File: src/rtl/lpm_pkg.sv
package lpm_pkg;

  typedef enum logic [2:0] {
    S_RUN   = 3'd0,
    S_SLEEP = 3'd1,
    S_DEEP  = 3'd2,
    S_DWAKE = 3'd3,
    S_STBY  = 3'd4,
    S_POR   = 3'd5
  } lpm_state_e;

  typedef struct packed {
    logic cpu_clk_en;
    logic dom_clk_en;
    logic osc_en;
    logic reg_lp;
    logic reg_off;
    logic dom_pwr_on;
    logic por_req;
  } lpm_drive_t;

endpackage

File: src/rtl/lpm_wkup_edge.sv
module lpm_wkup_edge #(
  parameter int unsigned SYNC_STAGES = 2
) (
  input  logic clk,
  input  logic rst_n,
  input  logic pin_i,
  output logic rise_o
);

  logic [SYNC_STAGES:0] chain_q;
  logic [SYNC_STAGES:0] chain_d;

  always_comb begin
    chain_d = {chain_q[SYNC_STAGES-1:0], pin_i};
  end

  always_ff @(posedge clk or negedge rst_n) begin
    if (!rst_n) chain_q <= '0;
    else        chain_q <= chain_d;
  end

  assign rise_o = chain_q[SYNC_STAGES-1] & ~chain_q[SYNC_STAGES];

  // one pin transition gives a single-cycle pulse
  p_rise_single_r11: assert property (@(posedge clk) disable iff (!rst_n)
    rise_o |=> !rise_o)
    else $error("wakeup pin pulse longer than one cycle");

endmodule

File: src/rtl/lpm_wake_cnt.sv
module lpm_wake_cnt #(
  parameter int unsigned CNT_W = 5
) (
  input  logic             clk,
  input  logic             rst_n,
  input  logic             load_i,
  input  logic [CNT_W-1:0] load_val_i,
  input  logic             dec_i,
  output logic             zero_o
);

  logic [CNT_W-1:0] cnt_q;
  logic [CNT_W-1:0] cnt_d;
  logic             cnt_en;

  always_comb begin
    cnt_en = load_i | (dec_i & (cnt_q != '0));
    cnt_d  = load_i ? load_val_i : (cnt_q - CNT_W'(1));
  end

  always_ff @(posedge clk or negedge rst_n) begin
    if (!rst_n)      cnt_q <= '0;
    else if (cnt_en) cnt_q <= cnt_d;
  end

  assign zero_o = (cnt_q == '0);

  // the delay window shrinks by exactly one per decrement cycle
  p_count_down_r7: assert property (@(posedge clk) disable iff (!rst_n)
    (dec_i && !load_i && !zero_o) |=> (cnt_q == $past(cnt_q) - CNT_W'(1)))
    else $error("wakeup delay counter skipped");

endmodule

File: src/rtl/lpm_wake_qual.sv
module lpm_wake_qual #(
  parameter int unsigned N_LINES = 8
) (
  input  logic               wait_evt_i,
  input  logic [N_LINES-1:0] irq_i,
  input  logic [N_LINES-1:0] evt_i,
  input  logic               rst_pin_i,
  input  logic               rtc_evt_i,
  input  logic               wdg_rst_i,
  input  logic               pin_rise_i,
  output logic               sleep_wake_o,
  output logic               stby_wake_o
);

  logic any_irq;
  logic any_evt;

  always_comb begin
    any_irq      = |irq_i;
    any_evt      = |evt_i;
    sleep_wake_o = wait_evt_i ? any_evt : any_irq;
    stby_wake_o  = rst_pin_i | rtc_evt_i | wdg_rst_i | pin_rise_i;
  end

endmodule

File: src/rtl/lpm_seq.sv
module lpm_seq
  import lpm_pkg::*;
#(
  parameter int unsigned WAKE_DLY = 16,
  parameter int unsigned CNT_W    = $clog2(WAKE_DLY + 1)
) (
  input  logic             clk,
  input  logic             rst_n,
  input  logic             cfg_deep_i,
  input  logic             cfg_stby_i,
  input  logic             cfg_reg_lp_i,
  input  logic             wfi_i,
  input  logic             wfe_i,
  input  logic             pend_block_i,
  input  logic             sleep_wake_i,
  input  logic             stby_wake_i,
  input  logic             cnt_zero_i,
  output logic             wait_evt_o,
  output logic             cnt_load_o,
  output logic [CNT_W-1:0] cnt_val_o,
  output logic             cnt_dec_o,
  output lpm_drive_t       drive_o,
  output logic             wake_ack_o,
  output logic             rc_sel_o,
  output logic             skip_o,
  output logic             stby_flag_o
);

  lpm_state_e state_q, state_d;
  logic       wait_evt_q, wait_evt_d;
  logic       lp_q, lp_d;
  logic       ack_q, ack_d;
  logic       rc_q, rc_d;
  logic       skip_q, skip_d;
  logic       stby_q, stby_d;
  logic       entry;
  logic       capture_en;
  logic       state_en;
  logic       lp_en;

  assign entry      = wfi_i | wfe_i;
  assign capture_en = (state_q == S_RUN) & entry;

  // next-state process
  always_comb begin
    state_d    = state_q;
    wait_evt_d = ~wfi_i;
    lp_d       = lp_q;
    ack_d      = 1'b0;
    rc_d       = 1'b0;
    skip_d     = 1'b0;
    stby_d     = stby_q;
    cnt_load_o = 1'b0;
    cnt_dec_o  = 1'b0;
    unique case (state_q)
      S_RUN: begin
        if (entry) begin
          if (!cfg_deep_i) begin
            state_d = S_SLEEP;
          end else if (cfg_stby_i) begin
            state_d = S_STBY;
            stby_d  = 1'b1;
          end else if (pend_block_i) begin
            skip_d  = 1'b1;
          end else begin
            state_d = S_DEEP;
            lp_d    = cfg_reg_lp_i;
          end
        end
      end
      S_SLEEP: begin
        if (sleep_wake_i) begin
          state_d = S_RUN;
          ack_d   = 1'b1;
        end
      end
      S_DEEP: begin
        if (sleep_wake_i) begin
          state_d    = S_DWAKE;
          cnt_load_o = 1'b1;
        end
      end
      S_DWAKE: begin
        if (cnt_zero_i) begin
          state_d = S_RUN;
          ack_d   = 1'b1;
          rc_d    = 1'b1;
          lp_d    = 1'b0;
        end else begin
          cnt_dec_o = 1'b1;
        end
      end
      S_STBY: begin
        if (stby_wake_i) state_d = S_POR;
      end
      S_POR: begin
        state_d = S_RUN;
      end
      default: begin
        state_d = S_RUN;
      end
    endcase
  end

  assign state_en  = (state_d != state_q);
  assign lp_en     = capture_en | (state_q == S_DWAKE);
  assign cnt_val_o = lp_q ? CNT_W'(WAKE_DLY) : '0;

  // register process
  always_ff @(posedge clk or negedge rst_n) begin
    if (!rst_n) begin
      state_q    <= S_RUN;
      wait_evt_q <= 1'b0;
      lp_q       <= 1'b0;
      ack_q      <= 1'b0;
      rc_q       <= 1'b0;
      skip_q     <= 1'b0;
      stby_q     <= 1'b0;
    end else begin
      if (state_en)   state_q    <= state_d;
      if (capture_en) wait_evt_q <= wait_evt_d;
      if (lp_en)      lp_q       <= lp_d;
      ack_q  <= ack_d;
      rc_q   <= rc_d;
      skip_q <= skip_d;
      stby_q <= stby_d;
    end
  end

  // output decode from state
  always_comb begin
    drive_o = '{cpu_clk_en: 1'b1, dom_clk_en: 1'b1, osc_en: 1'b1, reg_lp: 1'b0,
                reg_off: 1'b0, dom_pwr_on: 1'b1, por_req: 1'b0};
    unique case (state_q)
      S_SLEEP: drive_o.cpu_clk_en = 1'b0;
      S_DEEP: begin
        drive_o.cpu_clk_en = 1'b0;
        drive_o.dom_clk_en = 1'b0;
        drive_o.osc_en     = 1'b0;
        drive_o.reg_lp     = lp_q;
      end
      S_DWAKE: begin
        drive_o.cpu_clk_en = 1'b0;
        drive_o.dom_clk_en = 1'b0;
      end
      S_STBY: begin
        drive_o.cpu_clk_en = 1'b0;
        drive_o.dom_clk_en = 1'b0;
        drive_o.osc_en     = 1'b0;
        drive_o.reg_off    = 1'b1;
        drive_o.dom_pwr_on = 1'b0;
      end
      S_POR: begin
        drive_o.cpu_clk_en = 1'b0;
        drive_o.dom_clk_en = 1'b0;
        drive_o.por_req    = 1'b1;
      end
      default: ;
    endcase
  end

  assign wait_evt_o  = wait_evt_q;
  assign wake_ack_o  = ack_q;
  assign rc_sel_o    = rc_q;
  assign skip_o      = skip_q;
  assign stby_flag_o = stby_q;

  // a refused entry leaves the sequencer in run
  p_skip_in_run_r4: assert property (@(posedge clk) disable iff (!rst_n)
    skip_q |-> (state_q == S_RUN))
    else $error("skip pulse outside run");

  // deep sleep only leaves through the wake window
  p_deep_exit_r6: assert property (@(posedge clk) disable iff (!rst_n)
    (state_q == S_DEEP) |=> (state_q inside {S_DEEP, S_DWAKE}))
    else $error("deep sleep left without wake window");

  // clock-select pulse only follows the wake window
  p_rc_after_wake_r6: assert property (@(posedge clk) disable iff (!rst_n)
    rc_q |-> ($past(state_q) == S_DWAKE))
    else $error("clock select pulse without deep wake");

  // light sleep returns only to run
  p_light_exit_r8: assert property (@(posedge clk) disable iff (!rst_n)
    (state_q == S_SLEEP) |=> (state_q inside {S_SLEEP, S_RUN}))
    else $error("light sleep left to a wrong state");

  // standby flag is sticky
  p_stby_sticky_r9: assert property (@(posedge clk) disable iff (!rst_n)
    stby_q |=> stby_q)
    else $error("standby flag cleared");

  // standby exits only through the reset request
  p_stby_exit_r10: assert property (@(posedge clk) disable iff (!rst_n)
    (state_q == S_STBY) |=> (state_q inside {S_STBY, S_POR}))
    else $error("standby left without reset request");

  // reset request lasts one cycle
  p_por_pulse_r10: assert property (@(posedge clk) disable iff (!rst_n)
    (state_q == S_POR) |=> (state_q == S_RUN))
    else $error("reset request longer than one cycle");

endmodule

File: src/rtl/lpm_ctrl.sv
module lpm_ctrl
  import lpm_pkg::*;
#(
  parameter int unsigned N_LINES     = 8,
  parameter int unsigned WAKE_DLY    = 16,
  parameter int unsigned SYNC_STAGES = 2
) (
  input  logic               clk,
  input  logic               rst_n,
  input  logic               sleep_deep_i,
  input  logic               stby_sel_i,
  input  logic               reg_lp_sel_i,
  input  logic               wfi_i,
  input  logic               wfe_i,
  input  logic [N_LINES-1:0] ext_irq_i,
  input  logic [N_LINES-1:0] ext_evt_i,
  input  logic               ext_pend_any_i,
  input  logic               rtc_flag_any_i,
  input  logic               rst_pin_wake_i,
  input  logic               rtc_evt_i,
  input  logic               wdg_rst_i,
  input  logic               wkup_pin_i,
  output logic               cpu_clk_en_o,
  output logic               dom_clk_en_o,
  output logic               osc_en_o,
  output logic               reg_lp_o,
  output logic               reg_off_o,
  output logic               dom_pwr_on_o,
  output logic               sysclk_rc_sel_o,
  output logic               wake_ack_o,
  output logic               entry_skip_o,
  output logic               stby_flag_o,
  output logic               por_req_o
);

  localparam int unsigned CNT_W = $clog2(WAKE_DLY + 1);

  logic             pin_rise;
  logic             wait_evt;
  logic             sleep_wake;
  logic             stby_wake;
  logic             cnt_load;
  logic             cnt_dec;
  logic             cnt_zero;
  logic [CNT_W-1:0] cnt_val;
  lpm_drive_t       drive;

  lpm_wkup_edge #(.SYNC_STAGES(SYNC_STAGES)) u_edge (
    .clk    (clk),
    .rst_n  (rst_n),
    .pin_i  (wkup_pin_i),
    .rise_o (pin_rise)
  );

  lpm_wake_qual #(.N_LINES(N_LINES)) u_qual (
    .wait_evt_i   (wait_evt),
    .irq_i        (ext_irq_i),
    .evt_i        (ext_evt_i),
    .rst_pin_i    (rst_pin_wake_i),
    .rtc_evt_i    (rtc_evt_i),
    .wdg_rst_i    (wdg_rst_i),
    .pin_rise_i   (pin_rise),
    .sleep_wake_o (sleep_wake),
    .stby_wake_o  (stby_wake)
  );

  lpm_wake_cnt #(.CNT_W(CNT_W)) u_cnt (
    .clk        (clk),
    .rst_n      (rst_n),
    .load_i     (cnt_load),
    .load_val_i (cnt_val),
    .dec_i      (cnt_dec),
    .zero_o     (cnt_zero)
  );

  lpm_seq #(.WAKE_DLY(WAKE_DLY), .CNT_W(CNT_W)) u_seq (
    .clk          (clk),
    .rst_n        (rst_n),
    .cfg_deep_i   (sleep_deep_i),
    .cfg_stby_i   (stby_sel_i),
    .cfg_reg_lp_i (reg_lp_sel_i),
    .wfi_i        (wfi_i),
    .wfe_i        (wfe_i),
    .pend_block_i (ext_pend_any_i | rtc_flag_any_i),
    .sleep_wake_i (sleep_wake),
    .stby_wake_i  (stby_wake),
    .cnt_zero_i   (cnt_zero),
    .wait_evt_o   (wait_evt),
    .cnt_load_o   (cnt_load),
    .cnt_val_o    (cnt_val),
    .cnt_dec_o    (cnt_dec),
    .drive_o      (drive),
    .wake_ack_o   (wake_ack_o),
    .rc_sel_o     (sysclk_rc_sel_o),
    .skip_o       (entry_skip_o),
    .stby_flag_o  (stby_flag_o)
  );

  assign cpu_clk_en_o = drive.cpu_clk_en;
  assign dom_clk_en_o = drive.dom_clk_en;
  assign osc_en_o     = drive.osc_en;
  assign reg_lp_o     = drive.reg_lp;
  assign reg_off_o    = drive.reg_off;
  assign dom_pwr_on_o = drive.dom_pwr_on;
  assign por_req_o    = drive.por_req;

  // the CPU clock never runs while the domain clock is stopped
  p_clk_order_r2: assert property (@(posedge clk) disable iff (!rst_n)
    cpu_clk_en_o |-> dom_clk_en_o)
    else $error("cpu clock on with domain clock off");

  // domain unpowered only with regulator off
  p_pwr_reg_r9: assert property (@(posedge clk) disable iff (!rst_n)
    !dom_pwr_on_o |-> (reg_off_o && !osc_en_o))
    else $error("domain off with regulator or oscillator on");

  // wake acknowledge is a single-cycle pulse
  p_ack_pulse_r6: assert property (@(posedge clk) disable iff (!rst_n)
    wake_ack_o |=> !wake_ack_o)
    else $error("wake acknowledge held");

endmodule

File: config.mk
export PLATFORM = sky130hd
export DESIGN_NAME = lpm_ctrl
export DESIGN_NICKNAME = d
export VERILOG_FILES = /design/src/rtl/lpm_pkg.sv /design/src/rtl/lpm_wkup_edge.sv /design/src/rtl/lpm_wake_cnt.sv /design/src/rtl/lpm_wake_qual.sv /design/src/rtl/lpm_seq.sv /design/src/rtl/lpm_ctrl.sv
export SDC_FILE = /design/constraint.sdc
export NUM_CORES = 1
export LEC_CHECK = 0
export ABC_AREA = 1
export BUFFER_PORTS_ARGS = -buffer_cell sky130_fd_sc_hd__buf_2
export CAP_MARGIN = 40
export CORE_MARGIN = 1
export CORE_UTILIZATION = 43
export CTS_CLUSTER_SIZE = 8
export DETAILED_ROUTE_END_ITERATION = 12
export PLACE_DENSITY = 0.81
export SKIP_CTS_REPAIR_TIMING = 1
export SLEW_MARGIN = 20
export SYNTH_ARGS = -nofsm -noshare
export SYNTH_HDL_FRONTEND = slang
export SYNTH_HIERARCHICAL = 1
export SYNTH_SLANG_ARGS = --single-unit
File: constraint.sdc
create_clock -name clk -period 1.5 [get_ports clk]
set_input_delay 0.075 -clock clk [delete_from_list [all_inputs] [get_ports clk]]
set_output_delay 0.075 -clock clk [all_outputs]
set_load 0.005 [all_outputs]
* Word level (Yosys, flattened, before mapping)
Index checks and enable logic that the tools add are counted.
Operators by class: $add $sub $neg 1, eq/ne operators 11, multiplexer cells 36, bitwise operators 12, reductions and logical operators 11
Operators with widths (count):
- 3-bit two-way mux | 8
- 1-bit two-way mux | 22
- 8-bit OR reduction | 2
- 3-bit case mux with 5 select lines | 1
- 5-bit two-way mux | 2
- 2-bit inequality test (second input constant) | 4
- 1-bit OR | 7
- 7-bit AND reduction | 1
- 3-bit by 2-bit == test with 1-bit output (second input constant) | 2
- 3-bit == test (second input constant) | 2
- 5-bit logical NOT | 1
- 5-bit nonzero test | 1
- 5-bit OR reduction | 1
- 5-bit by 1-bit subtractor with 5-bit output (second input constant) | 1
- 1-bit case mux with 2 select lines | 2
- 4-bit AND reduction | 1
- 4-bit OR reduction | 1
- 1-bit AND | 3
- 3-bit by 1-bit == test with 1-bit output (second input constant) | 1
- 3-bit logical NOT | 1
- 3-bit inequality test | 1
- 2-bit two-way mux | 1
- 2-bit by 1-bit inequality test with 1-bit output (second input constant) | 1
- 1-bit NOT | 2
- other kinds (2) | 2
Word-level totals: register bits 17, word-level logic and storage cells 80

* Longest topological paths before layout
depth in word-level cells 7, gate-level depth with buffers 12, depth with buffers taken out 11

* Cells and area by module
Netlist, hierarchy kept.
Modules (own cells, without submodules):
- lpm_seq | instances 1, cells each 80, area each 574.3 µm², seq. area each 225.2 µm²
- lpm_wake_cnt | instances 1, cells each 43, area each 336.6 µm², seq. area each 125.1 µm²
- lpm_wkup_edge | instances 1, cells each 5, area each 85.1 µm², seq. area each 75.1 µm²
- lpm_wake_qual | instances 1, cells each 19, area each 73.8 µm², seq. area each 0.0 µm²
- lpm_ctrl | instances 1, cells each 3, area each 11.3 µm², seq. area each 0.0 µm²

* Least setup slack after synthesis
No wires, ideal clock.
path type register -> register, from register u_cnt.cnt_q[0], to register u_cnt.cnt_q[0], data arrival time 1.357 ns, path slack 0.024 ns, cell stages (with the launch flop) 12, period minus slack after synthesis 1.476 ns, cells stage by stage dfrtp_1 -> inv_1 -> ha_1 -> nand3b_2 -> inv_1 -> inv_1 -> nand2_2 -> clkinv_2 -> nand2_4 -> nand2_4 -> nand2_1 -> o21ai_2
Between the ends: longest elaborated chain between the ends 5, elaborated cells on any way between the ends 8
Ends and longest elaborated chain:
- start, declared | RTL line lpm_wake_cnt.sv:12 | logic [CNT_W-1:0] cnt_q;
- start signal, assigned | RTL line lpm_wake_cnt.sv:23 | else if (cnt_en) cnt_q <= cnt_d;
- 5-bit logical NOT | RTL line lpm_wake_cnt.sv:26 | assign zero_o = (cnt_q == '0);
- via cnt_zero | RTL line lpm_ctrl.sv:44 | logic cnt_zero;
- 1-bit two-way mux | RTL line lpm_seq.sv:84 | if (cnt_zero_i) begin
- 1-bit two-way mux | RTL line lpm_seq.sv:55 | unique case (state_q)
- via cnt_dec | RTL line lpm_ctrl.sv:43 | logic cnt_dec;
- 1-bit AND | RTL line lpm_wake_cnt.sv:17 | cnt_en = load_i | (dec_i & (cnt_q != '0));
- 1-bit OR | RTL line lpm_wake_cnt.sv:17
The timed path passes the listed nets, and every way through them passes these cells. A chain may end at the register's enable or synchronous reset.

* Final worst setup path
from register u_cnt.cnt_q[1], to register u_cnt.cnt_q[0]
The elaborated chain is that of the path after synthesis.

==> results.tsv <==
stage	metric	value	unit
synthesis	most frequent cells after synthesis	33 x nand2_1, 23 x nor2_1, 21 x inv_1	
sta	FMAX	712	MHz
finish	n_diodes	0	
sta	WHS	0.0433	ns
drt	Via density	4.69	
sta	Final period util	93.6	%
synthesis	Post-synth top flop	dfrtp_1	
global_route	Overflow after GRT	0	
clock_network	CTS tree	done	
clock_network	Max Root-Sink Buffers	2	
drt	final WL	2280	um
finish	post-synthesis to final-layout area growth	30.1	%
finish	layout cells sized above 1	38.6	%
setup_path	Worst setup EP type	register	
sta	min Tclk post-route	1.40	ns
place	DP HPWL	1740	um
global_route	vias in the first global route	979	
synthesis	syn avg cell area	7.21	um2
synthesis	Seq/Total Area, Yosys	39.4	%
finish	Fillers	225	
synthesis	synthesized area	1080	um2
power	VDD IR max	1.08	mV
clock_network	htree depth	1	
drt	DR vias	1078	
global_route	largest net degree at the start of global routing	18	
synthesis	cell count after synthesis	150	
synthesis	Yosys reg bits	17	
power	Lkg Pwr	0.808	nW
setup_path	CP Max Fanout	5	
setup_path	worst setup path class	register to register	
setup_path	worst path required time	1.71	ns
setup_path	Crit. Startpoint	u_cnt/cnt_q[1]$_DFFE_PN0P_	
floorplanning	Die W	52.1	um
synthesis	Post-synth EDFFs	0	
floorplanning	CORE AREA	2300	um2
min_path	Worst Hold Class	input port to register	
global_route	Tot GR Track Use	19.0	%
place	Place WS	-0.00528	ns
global_route	first-pass GRT wire length	3760	um
sta	Hold Vio Cnt, Final	0	
synthesis	cell type with the largest total area after synthesis	dfrtp_1	
clock_network	Clock Pin Slew Worst Setup and Hold Paths	0.11	ns
drt	drt drc	0	
power	PwrDens	1630	nW/um2
drt	drt wl/cell	9.92	um
finish	footprint of the multi-input gates	515	um2
drt	Antenna Violating Nets Remaining	0	
setup_path	max incr delay on CP	0.40	ns
floorplanning	Starting Density	47.1	%
sta	setup violators final	0	
setup_path	CP Launch Type	register	
run_status	status	complete, no violations	
synthesis	Synth area leaders	dfrtp_1 39%, nand2_1 11%, nor2_1 8.0%, inv_1 7.3%, nand3_1 6.5%	
setup_path	CP max stage cell	dfrtp_1	
sta	setup ws final	0.0962	ns
sta	unrepaired setup endpoints after global routing	yes	
finish	Seq. cell area	425	um2
floorplanning	IO Pins	40	
clock_network	CTS Buf Count	3	
place	IO buf count	39	
place	GP Congestion	0.849	
finish	final net count	233	
global_route	antenna violations before repair	0	
drt	TritonRoute pass-1 iters	4	
synthesis	post-synth cell types	24	
setup_path	Worst Path Arrival	1.61	ns
min_path	worst hold start	sleep_deep_i	
flow_run	max_cap viols	0	
floorplanning	die span in y	52.1	um
setup_path	worst path cell trace	inv_2, ha_2, nand3b_2, inv_1, inv_1, nand2_2, inv_4, nand2_4, nand2_4, nand2_1, o21ai_2	
clock_network	worst skew pair latency	0.31	ns
synthesis	Synth warnings	6	
synthesis	Post-synth ARST share	100	%
floorplanning	Die ar.	2720	um2
floorplanning	Rows	17	
sta	clock skew	0.00680	ns
clock_network	Root Buffer	clkbuf_4	
setup_path	reg2reg start	u_cnt/cnt_q[1]$_DFFE_PN0P_	
clock_network	clk sinks	17	
sta	Final Max Tran Viols	0	
synthesis	cell with the most instances after synthesis	nand2_1	
drt	DRT iter0 DRCs	16	
synthesis	post-synth top area share	39.4	%
[registers in the layout, indices dropped and copies added, names as in the netlist]
| register | flops |
|---|---|
| u_cnt/cnt_q | 5 |
| u_edge/chain_q | 3 |
| u_seq/lp_q | 1 |
| u_seq/rc_sel_o | 1 |
| u_seq/skip_o | 1 |
| u_seq/state_q | 3 |
| u_seq/stby_flag_o | 1 |
| u_seq/wait_evt_o | 1 |
| u_seq/wake_ack_o | 1 |
[per-stage QoR]
step	TNS (ns)	area [um2]	power, mW	std cells	util, %
detailed placement	-0.00737	1310	1.94	219	56.9
CTS	-0.0783	1340	2.20	223	58.1
global placement	0	1310	1.91	219	56.9
global route	-0.0269	1410	2.51	230	61.2
floorplan	0	1090	1.60	153	-
finish	0	1410	2.29	230	61.2
[worst paths after layout]
kind                                           endpoint  slack [ns]  cells past startpoint
hold / removal             u_seq/state_q[2]$_DFFE_PN0P_        0.04                      3
min in group asynchronous    u_cnt/cnt_q[0]$_DFFE_PN0P_        0.23                      2
hold reg to reg             u_edge/chain_q[1]$_DFF_PN0_        0.36                      0
setup / recovery             u_cnt/cnt_q[0]$_DFFE_PN0P_         0.1                     11
max in group asynchronous  u_seq/wait_evt_o$_DFFE_PN0P_        1.00                      2
setup reg to reg             u_cnt/cnt_q[0]$_DFFE_PN0P_         0.1                     11
[kinds of logic (layout without fill, tap and decap cells)]
family,Yosys count,in the layout,synth area share [%]
xor gates and xnor gates,1,1,0.810
DFF,17,17,39.4
and+or+nand+nor,88,88,38.7
other,1,4,0.347
buffers and inverters,33,82,14.7
adders and majority gates,1,1,1.16
AOI/OAI and AO/OA,9,9,4.98
[routing by layer]
metal  share of wire [%]  track usage [%]  routed length [um]  vias to the layer above
li1                    -                -                   -                      559
met1                  45             22.2                1030                      483
met2                  47             33.1                1060                       30
met3                 7.0             4.09                 159                        6
met4                 1.5             8.33                  35                        0
met5                   0                0                   0                        -
[where the power goes]
group | internal, mW | switching, mW | total, mW
combinational | 0.580 | 0.709 | 1.29
sequential | 0.605 | 0.131 | 0.737
clock | 0.0996 | 0.161 | 0.260
[area by class of cell]
type | instances | area share, %
Tap cell | 28 | 2.49
Multi-Input combinational cell | 103 | 36.7
Clock inverter | 1 | 0.356
Inverter | 26 | 7.12
Clock buffer | 3 | 1.60
Timing Repair Buffer | 52 | 21.5
Sequential cell | 17 | 30.2
[cell usage in the layout (no fill, tap or decap), drive strengths merged]
master,instances
nor4,1
inv,26
xnor2,1
nand2,38
buf,48
o21ai,7
ha,1
nand4,2
conb,4
nor2,28
nand3,17
dfrtp,17
dlygate4sd3,4
nor3,1
a21oi,1
nand3b,1
o22ai,1
clkinv,1
clkbuf,3
[worst max-delay path: cells and delay by family, from the launching register on]
| kind | cells | cell delay (ns) |
|---|---|---|
| AO/OA/AOI/OAI | 1 | 0.05 |
| AND/OR/NAND/NOR | 5 | 0.43 |
| adder cells (fa/ha/maj) | 1 | 0.19 |
| buffers and inverters | 4 | 0.24 |
| flip-flops | 1 | 0.40 |
(Power assumes the default switching activity.)
